### src/rtl/hamming_sec_codec.sv
module hamming_sec_codec #(
  parameter int DATA_W = 4,
  parameter bit ODD_PARITY = 1'b0,
  localparam int CHK_W = (DATA_W <= 1) ? 2 : (DATA_W <= 4) ? 3 : (DATA_W <= 11) ? 4 :
                         (DATA_W <= 26) ? 5 : (DATA_W <= 57) ? 6 : (DATA_W <= 120) ? 7 : 8,
  localparam int CODE_W = DATA_W + CHK_W
) (
  input  logic              clk,
  input  logic              rst_n,
  input  logic              enc_valid_i,
  input  logic [DATA_W-1:0] enc_data_i,
  output logic              enc_valid_o,
  output logic [CODE_W-1:0] enc_code_o,
  input  logic              dec_valid_i,
  input  logic [CODE_W-1:0] dec_code_i,
  output logic              dec_valid_o,
  output logic [DATA_W-1:0] dec_data_o,
  output logic              dec_fixed_o,
  output logic              dec_bad_o,
  output logic [CHK_W-1:0]  dec_pos_o
);

  function automatic bit is_pow2(input int p);
    return (p & (p - 1)) == 0;
  endfunction

  function automatic logic [CODE_W-1:0] scatter(input logic [DATA_W-1:0] d);
    logic [CODE_W-1:0] c;
    int di;
    c = '0;
    di = 0;
    for (int p = 1; p <= CODE_W; p++) begin
      if (!is_pow2(p)) begin
        c[p-1] = d[di];
        di++;
      end
    end
    return c;
  endfunction

  function automatic logic [DATA_W-1:0] gather(input logic [CODE_W-1:0] c);
    logic [DATA_W-1:0] d;
    int di;
    d = '0;
    di = 0;
    for (int p = 1; p <= CODE_W; p++) begin
      if (!is_pow2(p)) begin
        d[di] = c[p-1];
        di++;
      end
    end
    return d;
  endfunction

  function automatic logic [CHK_W-1:0] syndrome(input logic [CODE_W-1:0] c);
    logic [CHK_W-1:0] s;
    for (int j = 0; j < CHK_W; j++) begin
      s[j] = ODD_PARITY;
      for (int p = 1; p <= CODE_W; p++)
        if (((p >> j) & 1) == 1) s[j] = s[j] ^ c[p-1];
    end
    return s;
  endfunction

  logic [CODE_W-1:0] enc_word;
  logic [CHK_W-1:0]  enc_chk;
  logic [CODE_W-1:0] enc_next;

  assign enc_word = scatter(enc_data_i);
  assign enc_chk  = syndrome(enc_word);

  always_comb begin
    enc_next = enc_word;
    for (int j = 0; j < CHK_W; j++)
      if ((1 << j) <= CODE_W) enc_next[(1 << j) - 1] = enc_chk[j];
  end

  always_ff @(posedge clk) begin
    if (!rst_n) begin
      enc_valid_o <= 1'b0;
      enc_code_o  <= '0;
    end else begin
      enc_valid_o <= enc_valid_i;
      if (enc_valid_i) enc_code_o <= enc_next;
    end
  end

  logic [CHK_W-1:0]  syn;
  logic              fix, bad;
  logic [CODE_W-1:0] flip;

  assign syn = syndrome(dec_code_i);
  assign bad = int'(syn) > CODE_W;
  assign fix = (syn != '0) && !bad;

  always_comb begin
    for (int p = 1; p <= CODE_W; p++)
      flip[p-1] = fix && (int'(syn) == p);
  end

  always_ff @(posedge clk) begin
    if (!rst_n) begin
      dec_valid_o <= 1'b0;
      dec_data_o  <= '0;
      dec_fixed_o <= 1'b0;
      dec_bad_o   <= 1'b0;
      dec_pos_o   <= '0;
    end else begin
      dec_valid_o <= dec_valid_i;
      if (dec_valid_i) begin
        dec_data_o  <= gather(dec_code_i ^ flip);
        dec_fixed_o <= fix;
        dec_bad_o   <= bad;
        dec_pos_o   <= fix ? syn : '0;
      end
    end
  end

  assert_enc_clean_R3: assert property (@(posedge clk) disable iff (!rst_n)
    enc_valid_o |-> syndrome(enc_code_o) == '0);

  assert_flags_excl_R7: assert property (@(posedge clk) disable iff (!rst_n)
    !(dec_fixed_o && dec_bad_o));

  assert_pos_range_R6: assert property (@(posedge clk) disable iff (!rst_n)
    dec_fixed_o |-> (dec_pos_o != '0) && (int'(dec_pos_o) <= CODE_W));

  assert_pos_zero_R5: assert property (@(posedge clk) disable iff (!rst_n)
    !dec_fixed_o |-> dec_pos_o == '0);

  assert_dec_hold_R8: assert property (@(posedge clk) disable iff (!rst_n)
    !dec_valid_i |=> $stable(dec_data_o) && $stable(dec_fixed_o) && $stable(dec_bad_o));

  assert_enc_hold_R8: assert property (@(posedge clk) disable iff (!rst_n)
    !enc_valid_i |=> $stable(enc_code_o));

endmodule

### config.mk
export PLATFORM = sky130hd
export DESIGN_NAME = hamming_sec_codec
export DESIGN_NICKNAME = d
export VERILOG_FILES = /design/src/rtl/hamming_sec_codec.sv
export SDC_FILE = /design/constraint.sdc
export NUM_CORES = 1
export LEC_CHECK = 0
export BUFFER_PORTS_ARGS = -buffer_cell sky130_fd_sc_hd__buf_4
export CORE_MARGIN = 1
export CORE_UTILIZATION = 40
export CTS_BUF_LIST = sky130_fd_sc_hd__clkbuf_4
export DETAILED_ROUTE_END_ITERATION = 12
export GPL_TIMING_DRIVEN = 0
export PLACE_DENSITY_LB_ADDON = 0.08
export SYNTH_ARGS = -nofsm -noshare
export SYNTH_HDL_FRONTEND = slang
export SYNTH_SLANG_ARGS = --single-unit
### constraint.sdc
create_clock -name clk -period 3.42 [get_ports clk]
set_input_delay 0.342 -clock clk [delete_from_list [all_inputs] [get_ports clk]]
set_output_delay 0.342 -clock clk [all_outputs]
set_load 0.01 [all_outputs]
==> results.yml <==
status:
  status: "complete, no violations"
critical_path:
  cp.required_ns: 3.60
  endpoint_kind: "flip-flop"
  cp.arrival_ns: 1.60
  path_cells: "buf_4, xnor2_1, nand3_1, a211oi_1, a211oi_2"
  crit_slowest_cell: "xnor2_1"
  cpPeakStageDelay_ns: 0.41
  crit_buf_inv: 1
  crit_family: "compound AO/OA/AOI/OAI gates"
  cp-start-kind: "input port"
  crit_type: "in2reg"
  cp_max_fo: 6
floorplan:
  ios: 33
  dieArea_um2: 2470
  die_height_um: 49.7
  rows: 16
  die_w_um: 49.7
  core_um2: 2040
  initial_core_util_pct: 44.6
timing:
  slew_headroom_pct: 66.1
  holdWs_ns: 0.323
  tightest_slew_ns: 0.508
  finalCritPeriodShare_pct: 41.5
  finalHoldViolCount: 0
  finalSetupTns_ns: 0
  final.min_clock_period_ns: 1.42
  max_freq_ghz: 0.705
  maxSlewViolCount: 0
  fin_skew_ns: 0
  setup_violations: 0
  rsz0062_at_grt: "no"
final_layout:
  fin_area_um2: 1190
  area_growth_pct: 30.6
  drive_above_1_share_pct: 32.5
  stdcell_count: 153
  final_nets: 142
  layout_common_cells: "buf_4 (30), dfxtp_1 (17), nor2b_1 (9), xnor2_1 (9), mux2i_1 (7)"
  final_common_cell: "buf_4"
  n_antenna_cell: 0
  fill_cells: 210
clock_tree:
  cts_num_sinks: 17
  cts-resized-gates: 0
  clk_pin_slew_ns: 0.10
  cts_setup_buffers: 0
  cts_made_buffers: 3
  postCtsHoldBufs: 0
  cts_max_level: 1
  clk_latency_ns: 0.29
  tritoncts: "yes"
  root_buffer: "clkbuf_4"
  clockBufferDepth: 2
synth:
  yosysSeqAreaShare_pct: 37.4
  netlist_area_um2: 911
  synth_cell_types: 27
  ys_warn_count: 0
  async_reset_ff_share_pct: 0
  synth-edff-count: 0
  synthFlopType: "dfxtp_1"
  netlist_instances: 93
  synth_area_leaders: "dfxtp_1 (37%), xnor2_1 (8.7%), mux2i_1 (7.7%)"
  synth_nets: 108
  syn_area_per_cell_um2: 9.79
  synth_area_leader_cell: "dfxtp_1"
  synth_top_area_share_pct: 37.4
  ys_seq_elements: 17
drt:
  antenna_left: 0
  wl_per_cell_um: 12.1
  viasPerCell: 4.99
  dr.pass1.iters: 4
  drtIter0Drc: 7
  drc: 0
  vias: 763
  wl_um: 1850
job:
  maxCapViolCount: 0
grt:
  overflow: 0
  antenna_found_initial: 0
  grt_pass1_wl_um: 3340
  grt_max_degree: 11
  grt_pass1_vias: 779
  grtUsageTotal_pct: 18.2
placement:
  place_inst: 149
  io_buffers: 29
  place_hpwl_um: 1460
  placed_cell_area_um2: 1160
  gp_congestion: 0.790
power:
  worst_ir_drop_vdd_uv: 221
  leakage_nw: 0.522
  powerDensity_nw_per_um2: 396
min_path:
  min_path_type: "in2reg"
per-stage QoR:
| stage | total power, mW | setup slack, ns | utilization (%) |
|---|---|---|---|
| final | 0.472 | 2.00 | 58.3 |
| after CTS | 0.477 | 2.03 | 58.3 |
| after floorplan | 0.311 | 2.04 | - |
| after global routing | 0.500 | 1.89 | 58.3 |
| after global placement | 0.364 | 1.75 | 56.9 |
| after detailed placement | 0.367 | 1.72 | 56.9 |
Yosys cell counts, types with 3 or more instances:
| cell type | count |
|---|---|
| a211oi_2 | 3 |
| a21oi_1 | 3 |
| xnor2_1 | 9 |
| nor2b_1 | 9 |
| nor3_1 | 4 |
| mux2i_1 | 7 |
| nand3_1 | 6 |
| clkbuf_1 | 4 |
| nand2_1 | 4 |
| o21ai_0 | 6 |
| dfxtp_1 | 17 |
flip-flops by register name, indices dropped and copies added, names as in the netlist:
name	flops
enc_valid_o	1
dec_fixed_o	1
dec_valid_o	1
enc_code_o	7
dec_data_o	4
dec_pos_o	3
path summary, 6_finish.rpt:
check	startpoint	end	slack, ns	cells after the start
max	dec_code_i[6]	dec_data_o[0]	2.00	5
min	enc_data_i[2]	enc_code_o[5]	0.32	3
max reg2reg	dec_data_o[3]	dec_data_o[3]	2.70	2
min reg2reg	dec_pos_o[2]	dec_pos_o[2]	0.48	2
cell type report:
class | count | area [µm²] | area share, %
Multi-Input combinational cell | 71 | 548 | 46.1
Sequential cell | 17 | 340 | 28.6
Timing Repair Buffer | 29 | 218 | 18.3
Tap cell | 27 | 33.8 | 2.84
Clock buffer | 3 | 22.5 | 1.89
Buffer | 5 | 22.5 | 1.89
Clock inverter | 1 | 5.00 | 0.421
report_power, final:
part / internal, mW / switching, mW / total (mW)
Clock: 0.0436 / 0.0666 / 0.110
Combinational: 0.0706 / 0.0694 / 0.140
Sequential: 0.214 / 0.00745 / 0.221
per-layer routing:
layer / vias to the layer above / track usage (%) / part of all wire (%)
li1: 390 / - / -
met1: 347 / 21.4 / 46
met2: 21 / 31.1 / 47
met3: 5 / 3.09 / 4.1
met4: 0 / 9.52 / 2.1
met5: - / 0 / 0
cell families (layout without fill, tap and decap cells):
family / after synthesis / in the layout / share of synthesized area, %
xor+xnor: 14 / 14 / 18.0
compound gates: 22 / 22 / 17.7
other cells: 1 / 1 / 0.412
buf+inv: 5 / 38 / 2.47
simple gates: 27 / 27 / 16.3
mux: 7 / 7 / 7.69
flops: 17 / 17 / 37.4
worst reg2reg max path, cell delays in order (launching register included):
cell     delay (ns)
dfxtp_1        0.33
o21ai_0        0.19
a31oi_1        0.08
Note: power is estimated with default switching activity, not from simulation.
